==> config.mk <==
export PLATFORM = sky130hd
export DESIGN_NAME = ulp_load_unit
export DESIGN_NICKNAME = d
export VERILOG_FILES = /design/src/rtl/ulp_pkg.sv /design/src/rtl/ulp_addr_gen.sv /design/src/rtl/ulp_req_stage.sv /design/src/rtl/ulp_extract.sv /design/src/rtl/ulp_load_unit.sv
export SDC_FILE = /design/constraint.sdc
export NUM_CORES = 1
export LEC_CHECK = 0
export CAP_MARGIN = 20
export CORE_MARGIN = 1.5
export CORE_UTILIZATION = 49
export CTS_BUF_LIST = sky130_fd_sc_hd__clkbuf_16
export CTS_CLUSTER_SIZE = 40
export DETAILED_ROUTE_END_ITERATION = 7
export HOLD_SLACK_MARGIN = 0.03
export PLACE_DENSITY = 0.83
export SLEW_MARGIN = 20
export SYNTH_ARGS = -nofsm -noshare
export SYNTH_HDL_FRONTEND = slang
export SYNTH_SLANG_ARGS = --single-unit
==> constraint.sdc <==
create_clock -name clk -period 5.2 [get_ports clk]
set_input_delay 0.78 -clock clk [delete_from_list [all_inputs] [get_ports clk]]
set_output_delay 0.78 -clock clk [all_outputs]
set_load 0.03 [all_outputs]
==> src/rtl/ulp_pkg.sv <==
package ulp_pkg;
  typedef enum logic [1:0] {
    LK_PLAIN = 2'd0,
    LK_LO    = 2'd1,
    LK_HI    = 2'd2,
    LK_RSVD  = 2'd3
  } ld_kind_e;
endpackage

==> src/rtl/ulp_addr_gen.sv <==
module ulp_addr_gen
  import ulp_pkg::*;
#(
  parameter int ADDR_W     = 64,
  parameter int WORD_BYTES = 8,
  parameter int OFF_W      = 3,
  parameter int SIZE_W     = 2
) (
  input  logic              in_valid,
  input  logic [ADDR_W-1:0] base,
  input  logic [ADDR_W-1:0] index,
  input  logic [SIZE_W-1:0] size,
  input  logic [1:0]        kind,
  output logic [OFF_W-1:0]  offset,
  output ld_kind_e          kind_norm,
  output logic              spill,
  output logic              misalign,
  output logic              use_mem,
  output logic              fault,
  output logic [ADDR_W-1:0] req_addr
);
  localparam int CNT_W = OFF_W + 2;

  function automatic logic [ADDR_W-1:0] f_eff_addr(input logic [ADDR_W-1:0] a,
                                                   input logic [ADDR_W-1:0] b);
    return a + b;
  endfunction

  function automatic logic [CNT_W-1:0] f_nbytes(input logic [SIZE_W-1:0] s);
    return CNT_W'(1) << s;
  endfunction

  function automatic logic f_spills(input logic [OFF_W-1:0] off, input logic [SIZE_W-1:0] s);
    return ({2'b00, off} + f_nbytes(s)) > CNT_W'(WORD_BYTES);
  endfunction

  function automatic logic f_misaligned(input logic [OFF_W-1:0] off, input logic [SIZE_W-1:0] s);
    return ({2'b00, off} & (f_nbytes(s) - CNT_W'(1))) != '0;
  endfunction

  logic [ADDR_W-1:0] ea;
  logic [ADDR_W-1:0] line_addr;
  logic              is_hi, is_lo;

  assign ea        = f_eff_addr(base, index);
  assign offset    = ea[OFF_W-1:0];
  assign line_addr = {ea[ADDR_W-1:OFF_W], {OFF_W{1'b0}}};
  assign is_hi     = (ld_kind_e'(kind) == LK_HI);
  assign is_lo     = (ld_kind_e'(kind) == LK_LO);
  assign kind_norm = is_hi ? LK_HI : (is_lo ? LK_LO : LK_PLAIN);
  assign spill     = f_spills(offset, size);
  assign misalign  = f_misaligned(offset, size);

  always_comb begin
    if (is_lo)      use_mem = in_valid;
    else if (is_hi) use_mem = in_valid && spill;
    else            use_mem = in_valid && !misalign;
  end

  assign fault    = in_valid && !is_lo && !is_hi && misalign;
  assign req_addr = is_hi ? (line_addr + ADDR_W'(WORD_BYTES)) : line_addr;
endmodule

==> src/rtl/ulp_req_stage.sv <==
module ulp_req_stage
  import ulp_pkg::*;
#(
  parameter int DATA_W = 64,
  parameter int OFF_W  = 3,
  parameter int SIZE_W = 2
) (
  input  logic              clk,
  input  logic              rst_n,
  input  logic              d_valid,
  input  ld_kind_e          d_kind,
  input  logic [OFF_W-1:0]  d_off,
  input  logic [SIZE_W-1:0] d_size,
  input  logic              d_sext,
  input  logic [DATA_W-1:0] d_prev,
  input  logic              d_mem,
  input  logic              d_fault,
  output logic              q_valid,
  output ld_kind_e          q_kind,
  output logic [OFF_W-1:0]  q_off,
  output logic [SIZE_W-1:0] q_size,
  output logic              q_sext,
  output logic [DATA_W-1:0] q_prev,
  output logic              q_mem,
  output logic              q_fault
);
  always_ff @(posedge clk or negedge rst_n) begin
    if (!rst_n) begin
      q_valid <= 1'b0;
      q_kind  <= LK_PLAIN;
      q_off   <= '0;
      q_size  <= '0;
      q_sext  <= 1'b0;
      q_prev  <= '0;
      q_mem   <= 1'b0;
      q_fault <= 1'b0;
    end else begin
      q_valid <= d_valid;
      q_mem   <= d_valid && d_mem;
      q_fault <= d_valid && d_fault;
      if (d_valid) begin
        q_kind <= d_kind;
        q_off  <= d_off;
        q_size <= d_size;
        q_sext <= d_sext;
        q_prev <= d_prev;
      end
    end
  end
endmodule

==> src/rtl/ulp_extract.sv <==
module ulp_extract #(
  parameter int WORD_BYTES = 8,
  parameter int OFF_W      = 3,
  parameter int SIZE_W     = 2
) (
  input  logic [WORD_BYTES*8-1:0] lo_word,
  input  logic [WORD_BYTES*8-1:0] hi_word,
  input  logic [OFF_W-1:0]        offset,
  input  logic [SIZE_W-1:0]       size,
  input  logic                    sext,
  output logic [WORD_BYTES*8-1:0] data
);
  localparam int DATA_W = WORD_BYTES * 8;
  localparam int CNT_W  = OFF_W + 2;

  function automatic logic [CNT_W-1:0] f_nbytes(input logic [SIZE_W-1:0] s);
    return CNT_W'(1) << s;
  endfunction

  logic [2*DATA_W-1:0] window;
  logic [2*DATA_W-1:0] shifted;
  logic [CNT_W-1:0]    nb;
  logic                sign_bit;
  logic [7:0]          fill;

  assign window  = {hi_word, lo_word};
  assign shifted = window >> {offset, 3'b000};
  assign nb      = f_nbytes(size);

  always_comb begin
    sign_bit = 1'b0;
    for (int b = 1; b <= WORD_BYTES; b++) begin
      if (nb == CNT_W'(b)) sign_bit = shifted[8*b-1];
    end
  end

  assign fill = (sext && sign_bit) ? 8'hFF : 8'h00;

  for (genvar g = 0; g < WORD_BYTES; g++) begin : g_lane
    assign data[8*g +: 8] = (CNT_W'(g) < nb) ? shifted[8*g +: 8] : fill;
  end
endmodule

==> src/rtl/ulp_load_unit.sv <==
module ulp_load_unit
  import ulp_pkg::*;
#(
  parameter int ADDR_W     = 64,
  parameter int WORD_BYTES = 8
) (
  input  logic                              clk,
  input  logic                              rst_n,
  input  logic                              in_valid,
  input  logic [ADDR_W-1:0]                 in_base,
  input  logic [ADDR_W-1:0]                 in_index,
  input  logic [$clog2($clog2(WORD_BYTES)+1)-1:0] in_size,
  input  logic                              in_sext,
  input  logic [1:0]                        in_kind,
  input  logic [WORD_BYTES*8-1:0]           in_prev,
  output logic                              mem_req,
  output logic [ADDR_W-1:0]                 mem_addr,
  input  logic                              mem_rvalid,
  input  logic [WORD_BYTES*8-1:0]           mem_rdata,
  output logic                              out_valid,
  output logic [WORD_BYTES*8-1:0]           out_data,
  output logic                              out_fault
);
  localparam int DATA_W = WORD_BYTES * 8;
  localparam int OFF_W  = $clog2(WORD_BYTES);
  localparam int SIZE_W = $clog2(OFF_W + 1);

  logic [OFF_W-1:0]  ag_offset;
  ld_kind_e          ag_kind;
  logic              ag_spill, ag_misalign, ag_use_mem, ag_fault;
  logic [ADDR_W-1:0] ag_req_addr;

  ulp_addr_gen #(
    .ADDR_W(ADDR_W), .WORD_BYTES(WORD_BYTES), .OFF_W(OFF_W), .SIZE_W(SIZE_W)
  ) u_agen (
    .in_valid (in_valid),
    .base     (in_base),
    .index    (in_index),
    .size     (in_size),
    .kind     (in_kind),
    .offset   (ag_offset),
    .kind_norm(ag_kind),
    .spill    (ag_spill),
    .misalign (ag_misalign),
    .use_mem  (ag_use_mem),
    .fault    (ag_fault),
    .req_addr (ag_req_addr)
  );

  assign mem_req  = ag_use_mem;
  assign mem_addr = ag_req_addr;

  logic              pend_valid, pend_sext, pend_mem, pend_fault;
  ld_kind_e          pend_kind;
  logic [OFF_W-1:0]  pend_off;
  logic [SIZE_W-1:0] pend_size;
  logic [DATA_W-1:0] pend_prev;

  ulp_req_stage #(
    .DATA_W(DATA_W), .OFF_W(OFF_W), .SIZE_W(SIZE_W)
  ) u_stage (
    .clk    (clk),
    .rst_n  (rst_n),
    .d_valid(in_valid),
    .d_kind (ag_kind),
    .d_off  (ag_offset),
    .d_size (in_size),
    .d_sext (in_sext),
    .d_prev (in_prev),
    .d_mem  (ag_use_mem),
    .d_fault(ag_fault),
    .q_valid(pend_valid),
    .q_kind (pend_kind),
    .q_off  (pend_off),
    .q_size (pend_size),
    .q_sext (pend_sext),
    .q_prev (pend_prev),
    .q_mem  (pend_mem),
    .q_fault(pend_fault)
  );

  logic              pend_is_hi, pend_is_lo;
  logic [DATA_W-1:0] ex_lo, ex_hi, ex_data;
  logic [OFF_W-1:0]  ex_off;
  logic [SIZE_W-1:0] ex_size;

  assign pend_is_hi = (pend_kind == LK_HI);
  assign pend_is_lo = (pend_kind == LK_LO);
  assign ex_lo      = pend_is_hi ? pend_prev : mem_rdata;
  assign ex_hi      = (pend_is_hi && pend_mem) ? mem_rdata : '0;
  assign ex_off     = pend_is_lo ? '0 : pend_off;
  assign ex_size    = pend_is_lo ? SIZE_W'(OFF_W) : pend_size;

  ulp_extract #(
    .WORD_BYTES(WORD_BYTES), .OFF_W(OFF_W), .SIZE_W(SIZE_W)
  ) u_extract (
    .lo_word(ex_lo),
    .hi_word(ex_hi),
    .offset (ex_off),
    .size   (ex_size),
    .sext   (pend_sext),
    .data   (ex_data)
  );

  assign out_valid = pend_valid && (!pend_mem || mem_rvalid);
  assign out_fault = out_valid && pend_fault;
  assign out_data  = (out_valid && !pend_fault) ? ex_data : '0;
endmodule

==> results of run 1 <==
## cells in the mapped netlist (5+ instances only)
library cell,n,area (sq um)
nand2_1,289,1080
a21oi_1,187,936
nor2_1,125,469
o21ai_0,112,561
mux2i_1,86,861
clkbuf_1,85,319
mux2_2,78,878
dfrtp_1,75,1880
xnor2_1,72,631
ha_1,68,851
nor3_1,51,255
nand3_1,48,240
and3_1,35,219
o211ai_1,35,263
nand4_1,34,213
a211oi_1,31,233
inv_1,29,109
xor2_1,28,245
nor2b_1,24,150
a21o_1,23,173
a31oi_1,21,131
and2_1,21,131
o21a_1,19,143
buf_2,16,80.1
o22ai_1,15,93.8
buf_1,14,52.6
o21ai_1,12,60.1
nor4_1,11,68.8
o21bai_1,10,75.1
o221ai_1,9,78.8
o31ai_1,9,67.6
or2_2,9,56.3
or3_1,9,56.3
a311oi_1,8,70.1
and4_1,8,70.1
a221oi_1,7,61.3
nand2b_1,7,43.8
o211a_1,5,50.1
## layer usage
metal	GRT overflow	GRT usage
met1	1	0.773
met2	3	0.928
met3	0	0.641
met4	2	0.727
met5	0	0.419
## repair_timing
item | 4_1_cts
setup endpoints to repair | 42
setup buffers | 43
pin swaps | 116
resized for setup | 312
## metrics by stage
step                setup WS (ps)  cells  area [sq um]
floorplan                    9.58   1825         13000
global placement             -476   2800         19600
detailed placement           -546   2800         19600
CTS                          2.12   2857         21400
## kinds of logic after synthesis
group / Yosys count / synth area share
buffers and inverters: 148 / 0.0454
AND/OR/NAND/NOR: 711 / 0.269
adder cells (fa/ha/maj): 70 / 0.0685
multiplexers: 166 / 0.137
flip-flops: 75 / 0.144
other: 1 / 0.000288
AO/OA/AOI/OAI: 551 / 0.267
XOR/XNOR: 101 / 0.0686
==> run_results.csv, run 1 <==
group,metric,value,unit
placement,portBuffers,392,
clock_tree,cts_sinks,75,
grt,grt_max_degree,94,
logic_synthesis,ys_ff_latch,75,
placement,routabilityCongestion,1.07,
logic_synthesis,synth-seq-area-share,0.144,
clock_tree,h-tree-depth,3,
grt,grt_overflow,6,
clock_tree,postCtsHoldBufs,0,
floorplanning,rows,59,
floorplanning,die_w,166,um
status,error_line,"[ERROR GRT-0232] Routing congestion too high. Check the congestion heatmap in the GUI.",
logic_synthesis,synth_edf_count,0,
clock_tree,numCtsBuffers,9,
logic_synthesis,yosysUniqueCellTypes,89,
status,lastStage,"5_1_grt",
timing,crit_endpoint,"mem_addr[63]",
timing,endpoint_type,"output port",
clock_tree,clockBufferDepth,2,
logic_synthesis,async_flop_share,1.00,
logic_synthesis,yosys_warnings,0,
floorplanning,io_pins,396,
logic_synthesis,postSynthCellCount,1823,
clock_tree,cts_root_buffer,"clkbuf_16",
floorplanning,die_h,166,um
status,status,"aborted with a tool error",
logic_synthesis,syn_area,0.0130,sq mm
logic_synthesis,syn_area_per_cell,7.13,sq um
floorplanning,start_util,0.499,
logic_synthesis,synth_flop_cell,"dfrtp_1",
placement,dp.final_hpwl,51100,um
grt,grtUsageTotal,0.772,
==> inputs of run 2 (changes only) <==
--- a/config.mk
+++ b/config.mk
@@ -7,12 +7,9 @@
 export LEC_CHECK = 0
 export CAP_MARGIN = 20
 export CORE_MARGIN = 1.5
-export CORE_UTILIZATION = 49
-export CTS_BUF_LIST = sky130_fd_sc_hd__clkbuf_16
-export CTS_CLUSTER_SIZE = 40
+export CORE_UTILIZATION = 40
 export DETAILED_ROUTE_END_ITERATION = 7
-export HOLD_SLACK_MARGIN = 0.03
-export PLACE_DENSITY = 0.83
+export PLACE_DENSITY_LB_ADDON = 0.15
 export SLEW_MARGIN = 20
 export SYNTH_ARGS = -nofsm -noshare
 export SYNTH_HDL_FRONTEND = slang
==> run_results.csv, run 2 <==
group,metric,value,unit
job,drv_cap,0,
floorplanning,core-area,0.0318,sq mm
logic_synthesis,yosys_warnings,0,
placement,dp.final_hpwl,48200,um
pwr,p_sw,2.44,mW
logic_synthesis,postSynthCellCount,1823,
routing,vias_per_cell,5.86,
grt,grt_overflow,0,
routing,drt_iter0_drc,1781,
routing,dr.pass1.iters,6,
floorplanning,die_w,183,um
timing,max_freq,189,MHz
layout,largest_reg_flops,64,
logic_synthesis,yosysTopAreaCellShare,0.144,
logic_synthesis,yosysMostFrequentCell,"nand2_1",
status,status,"finished with violations",
routing,routed.top_layer,"met4",
routing,wl,62800,um
setup_path,worst-endpoint-arrival,4520,ps
floorplanning,dieArea,0.0336,sq mm
clock_tree,postCtsHoldBufs,0,
placement,portBuffers,392,
pwr,max-vdd-ir-drop,223,uV
timing,period_share,1.02,
logic_synthesis,syn_area,0.0130,sq mm
clock_tree,h-tree-depth,3,
floorplanning,io_pins,396,
layout,fin_util,0.705,
routing,routedWlPerCell,21.3,um
routing,vias,17263,
grt,grt_max_degree,93,
timing,finalSetupViolCount,14,
grt,grt_pass1_wl,92900,um
layout,final_cell_mix,"buf_4, nand2_1, clkdlybuf4s50_1, a21oi_1, nor2_1",
timing,rsz0062_at_grt,"true",
routing,m1WireLength,26200,um
clock_tree,clk_pin_slew,60,ps
logic_synthesis,synth_edf_count,0,
grt,grt_pass1_vias,16421,
timing,fin_skew,0,ps
logic_synthesis,synth_area_leaders,"dfrtp_1, nand2_1, a21oi_1",
floorplanning,start_util,0.409,
setup_path,cpPeakStageDelay,550,ps
logic_synthesis,syn_area_per_cell,7.13,sq um
pwr,comb_power_share,0.752,
setup_path,crit_path_start_kind,"input port",
routing,wl_met2,29900,um
logic_synthesis,yosysTopAreaCell,"dfrtp_1",
logic_synthesis,synth_common_cells,"nand2_1, a21oi_1, nor2_1, o21ai_0, mux2i_1",
pwr,power_density,231,mW/mm^2
layout,final_common_cell,"buf_4",
setup_path,cp_max_fo,6,
timing,hold_viol_final,0,
hold_path,hp-class,"input port to async pin",
setup_path,cp_num_buf_inv,6,
layout,layout.nets,2839,
clock_tree,cts_tree,"yes",
layout,drive_above_1_share,0.349,
placement,routabilityCongestion,0.964,
clock_tree,clk_latency,350,ps
timing,tightest_slew,1020,ps
setup_path,cpMostUsedCell,"buf_4",
floorplanning,die_h,183,um
clock_tree,cts_sinks,75,
logic_synthesis,synth_flop_cell,"dfrtp_1",
grt,antenna_found_initial,6,
timing,slew_viol_final,0,
pwr,switching_share,0.470,
routing,met3WireLength,4730,um
layout,largest_register,"u_stage.q_prev",
grt,grtUsageTotal,0.352,
timing,fin_hold_ws,303,ps
setup_path,cp_cell_sequence,"clkdlybuf4s50_1 > ha_4 > buf_4 > nand2_1 > buf_4 > nor2_4 > a21oi_2 > o21ai_1 > a211oi_2 > xnor2_1 > nand2_1 > or4_4 > buf_4 > nor4_4 > buf_4 > nand4_1 > xor2_2 > buf_6",
setup_path,critPathKind,"input port to output port",
timing,min_period,5300,ps
layout,fin_area,0.0224,sq mm
logic_synthesis,async_flop_share,1.00,
routing,ant_nets,0,
timing,setup_slack,-99.8,ps
floorplanning,rows,65,
pwr,internal_power,2.75,mW
placement,place_area,0.0200,sq mm
logic_synthesis,yosysUniqueCellTypes,89,
clock_tree,cts_root_buffer,"clkbuf_16",
layout,area_growth,72.5,%
setup_path,cp_top_family,"buffers and inverters",
clock_tree,clockBufferDepth,2,
status,violations,"negative setup slack",
logic_synthesis,synth-seq-area-share,0.144,
setup_path,slowest_stage,"clkdlybuf4s50_1",
clock_tree,numCtsBuffers,9,
timing,relSlewSlack,0.321,
layout,top_regs,"u_stage.q_prev x64, u_stage.q_off x3",
routing,drc,0,
timing,setup_tns,-756,ps
pwr,pwr-share-clk,0.113,
setup_path,required,4420,ps
setup_path,end_kind,"output port",
pwr,leakage,9.42,nW
logic_synthesis,ys_ff_latch,75,
pwr,seqPwrFrac,0.135,
-- run 2: cell counts after synthesis --
No cell type changed its count.
-- run 2: worst reg2reg max path: stages, from the launching register on --
cell     delay, ps
dfrtp_1        900
nor2_1         110
a21oi_1        150
-- run 2: metal layers --
layer  global-route usage  vias up
met5                    0        -
met4                0.106        0
met3               0.0500      114
met2                0.601      843
met1                0.459     8222
li1                     -     8084
-- run 2: kinds of logic after synthesis --
family                     Yosys count  synth area share
other                                1          0.000288
DFF                                 75             0.144
buffers and inverters              148            0.0454
and+or+nand+nor                    711             0.269
AOI/OAI and AO/OA                  551             0.267
xor gates and xnor gates           101            0.0686
muxes                              166             0.137
adders and majority gates           70            0.0685
-- run 2: per-stage QoR --
stage          setup WS (ps)  cells  power [mW]
3_5_place_dp            -527   2872        4.21
6_report               -99.8   2948        5.19
2_1_floorplan           9.58   1825        2.57
3_3_place_gp            -407   2872        4.18
4_1_cts                0.369   2924        5.02
5_1_grt                 -254   2948        5.44
-- run 2: what timing repair did --
action / CTS / global route
pin swaps: 107 / 70
setup endpoints to repair: 39 / 37
setup buffers: 39 / 20
resized for setup: 331 / 109
-- run 2: layout make-up --
| cell class | instances | area, sq um |
|---|---|---|
| timing repair buffer | 787 | 7380 |
| inverter | 29 | 109 |
| fill | 2540 | 9370 |
| clock buffer | 11 | 233 |
| antenna | 5 | 12.5 |
| sequential | 75 | 1880 |
| tap | 435 | 544 |
| multi-input combinational | 1602 | 12200 |
| clock inverter | 4 | 28.8 |
-- run 2: power groups by stage --
| stage | logic [mW] | clock network [mW] | registers (mW) |
|---|---|---|---|
| 2_1_floorplan | 1.89 | 0 | 0.682 |
| 3_3_place_gp | 3.47 | 0 | 0.704 |
| 3_5_place_dp | 3.50 | 0 | 0.707 |
| 4_1_cts | 3.73 | 0.592 | 0.697 |
| 5_1_grt | 4.12 | 0.619 | 0.707 |
| 6_report | 3.90 | 0.585 | 0.699 |
-- run 2: worst paths after layout --
kind	from	to	slack (ps)	cells after the start
setup reg to reg	u_stage.q_off[1]	u_stage.q_off[1]	3960	2
max in group asynchronous	rst_n	u_stage.q_size[0]	3840	2
hold reg to reg	u_stage.q_prev[47]	u_stage.q_prev[47]	510	1
setup / recovery	in_index[39]	mem_addr[57]	-100	18
hold / removal	rst_n	u_stage.q_prev[29]	300	1
min in group clk	u_stage.q_prev[47]	u_stage.q_prev[47]	510	1
Note: power is estimated with default switching activity, not from simulation.
==> inputs of run 3 (changes only) <==
--- a/config.mk
+++ b/config.mk
@@ -5,6 +5,7 @@
 export SDC_FILE = /design/constraint.sdc
 export NUM_CORES = 1
 export LEC_CHECK = 0
+export ABC_AREA = 1
 export CAP_MARGIN = 20
 export CORE_MARGIN = 1.5
 export CORE_UTILIZATION = 40
==> run_results.csv, run 3 <==
group,metric,value,unit
setup_path,worstReg2RegEnd,"u_stage.q_off[0]",
hold_path,whs_path_depth,2,
routing,ant_nets,0,
placement,place_inst,3894,
grt,grt_max_degree,128,
layout,largest_reg_flops,64,
placement,dp.final_hpwl,64000,um
grt,met2_usage,0.658,
grt,met1_usage,0.394,
logic_synthesis,yosysMostFrequentCell,"nand2_1",
logic_synthesis,postSynthCellCount,3051,
logic_synthesis,yosys_warnings,0,
timing,relSlewSlack,0.258,
routing,vias,20967,
logic_synthesis,synth_common_cells,"nand2_1, inv_1, nor2_1, o21ai_0, nand3_1",
clock_tree,postCtsHoldBufs,0,
floorplanning,rows,72,
layout,largest_register,"u_stage.q_prev",
logic_synthesis,yosysTopAreaCellShare,0.267,
timing,finalSetupViolCount,0,
timing,slew_viol_final,0,
clock_tree,clk_latency,340,ps
pwr,max-vdd-ir-drop,163,uV
clock_tree,cts_sinks,75,
grt,grtUsageTotal,0.367,
timing,period_share,0.974,
logic_synthesis,synth_flop_cell,"dfrtp_1",
routing,wl,76300,um
pwr,power_density,216,mW/mm^2
clock_tree,numCtsBuffers,9,
setup_path,r2r_start,"u_stage.q_off[0]",
clock_tree,clk_pin_slew,60,ps
hold_path,hp-class,"flop to flop",
floorplanning,core-area,0.0387,sq mm
clock_tree,cts_tree,"yes",
setup_path,crit_path_end,"mem_addr[62]",
layout,drive_above_1_share,0.0989,
layout,area_growth,35.5,%
status,status,"complete, no violations",
logic_synthesis,syn_area,0.0157,sq mm
setup_path,reg2reg_depth,2,
grt,grt_pass1_vias,20293,
logic_synthesis,synth-seq-area-share,0.119,
floorplanning,die_w,201,um
setup_path,worst-endpoint-arrival,4290,ps
routing,drt_iter0_drc,1585,
layout,layout.nets,3726,
floorplanning,die_h,201,um
setup_path,crit_path_start_kind,"input port",
floorplanning,start_util,0.406,
setup_path,critPathKind,"input port to output port",
logic_synthesis,synth_area_leaders,"nand2_1, dfrtp_1, inv_1",
layout,layoutNonFillerInstCount,3916,
timing,max_freq,197,MHz
routing,vias_per_cell,5.35,
clock_tree,h-tree-depth,3,
clock_tree,cts_root_buffer,"clkbuf_16",
timing,min_period,5070,ps
timing,tightest_slew,1100,ps
timing,hold_viol_final,0,
layout,top_regs,"u_stage.q_prev x64, u_stage.q_off x3",
logic_synthesis,syn_area_per_cell,5.15,sq um
setup_path,crit_path_start,"in_base[54]",
logic_synthesis,ys_ff_latch,75,
clock_tree,clockBufferDepth,2,
pwr,leakage,11.1,nW
pwr,p_total,4.59,mW
placement,portBuffers,392,
grt,grt_overflow,0,
logic_synthesis,synth_edf_count,0,
floorplanning,dieArea,0.0405,sq mm
setup_path,end_kind,"output port",
layout,final_cell_mix,"nand2_1, inv_1, clkdlybuf4s50_1, nor2_1, o21ai_0",
setup_path,required,4420,ps
logic_synthesis,async_flop_share,1.00,
job,drv_cap,0,
logic_synthesis,yosysUniqueCellTypes,52,
routing,routedWlPerCell,19.5,um
grt,antenna_found_initial,3,
setup_path,cp_max_fo,6,
floorplanning,io_pins,396,
grt,grt_pass1_wl,114000,um
grt,met3_usage,0.0342,
logic_synthesis,yosysTopAreaCell,"nand2_1",
routing,drc,0,
grt,busiest_layer,"met2",
placement,routabilityCongestion,1.06,
layout,final_common_cell,"nand2_1",
setup_path,r2r_slack,4180,ps
timing,fin_skew,0,ps
routing,dr.pass1.iters,6,
run 3: metal layers:
| metal | vias to the layer above | routed length (um) |
|---|---|---|
| li1 | 10202 | - |
| met1 | 9559 | 28100 |
| met2 | 933 | 37100 |
| met3 | 271 | 4270 |
| met4 | 2 | 6890 |
| met5 | - | 9 |
run 3: logic make-up (layout without fill, tap and decap cells):
| kind of cell | Yosys count | after routing | share of synthesized area |
|---|---|---|---|
| and+or+nand+nor | 1750 | 1750 | 0.472 |
| AOI/OAI and AO/OA | 477 | 477 | 0.167 |
| adders and majority gates | 70 | 70 | 0.0567 |
| buffers and inverters | 622 | 965 | 0.151 |
| muxes | 6 | 6 | 0.00382 |
| xor gates and xnor gates | 50 | 50 | 0.0293 |
| DFF | 75 | 75 | 0.119 |
| other | 1 | 5 | 0.000239 |
run 3: stage by stage:
step | setup slack (ps) | hold slack, ps | setup TNS [ps] | utilization | instance area [sq um]
after global placement | 56.2 | 471 | 0 | 0.535 | 20700
after CTS | 37.7 | 483 | 0 | 0.543 | 21000
after detailed placement | 58.0 | 468 | 0 | 0.535 | 20700
after floorplan | 814 | 437 | 0 | - | 15700
final | 134 | 481 | 0 | 0.550 | 21300
after global routing | -51.3 | 524 | -140 | 0.550 | 21300
run 3: worst min-delay path by stage:
stage	start	to	slack (ps)
final	u_stage.q_prev[9]	u_stage.q_prev[9]	480
after global routing	u_stage.q_prev[9]	u_stage.q_prev[9]	520
after CTS	u_stage.q_prev[9]	u_stage.q_prev[9]	480
after detailed placement	u_stage.q_prev[9]	u_stage.q_prev[9]	470
after global placement	u_stage.q_prev[9]	u_stage.q_prev[9]	470
after floorplan	u_stage.q_prev[15]	u_stage.q_prev[15]	440
run 3: cell type report:
cell class              instances  area [sq um]
clock inverters                 6          71.3
multi-input cells            2356         11700
repair buffers                432          4800
fillers                      4077         17400
diodes                          2          5.00
flip-flops and latches         75          1880
clock buffers                  10           239
well taps                     518           648
inverters                     517          1940
run 3: timing repair:
item                       4_1_cts  5_1_grt
gates resized for setup          0       47
buffers inserted                 0        4
setup endpoints to repair        0       35
run 3: power breakdown:
part	internal (mW)	switching, mW
combinational	1.20	2.09
clock	0.388	0.250
sequential	0.636	0.0314
run 3: worst max-delay path, cell delays in order:
cell and delay [ps]:
clkdlybuf4s50_1 430, ha_1 470, nand4_1 230, nor3_1 360, nand2_1 270, nor2_1 140, nand2_1 180, nand4_1 130
nand2_1 170, nor2_1 280, nand2_1 140, nor2_1 190, nand3_1 100, nand2_1 70, nand2_1 110, inv_1 80
buf_4 150
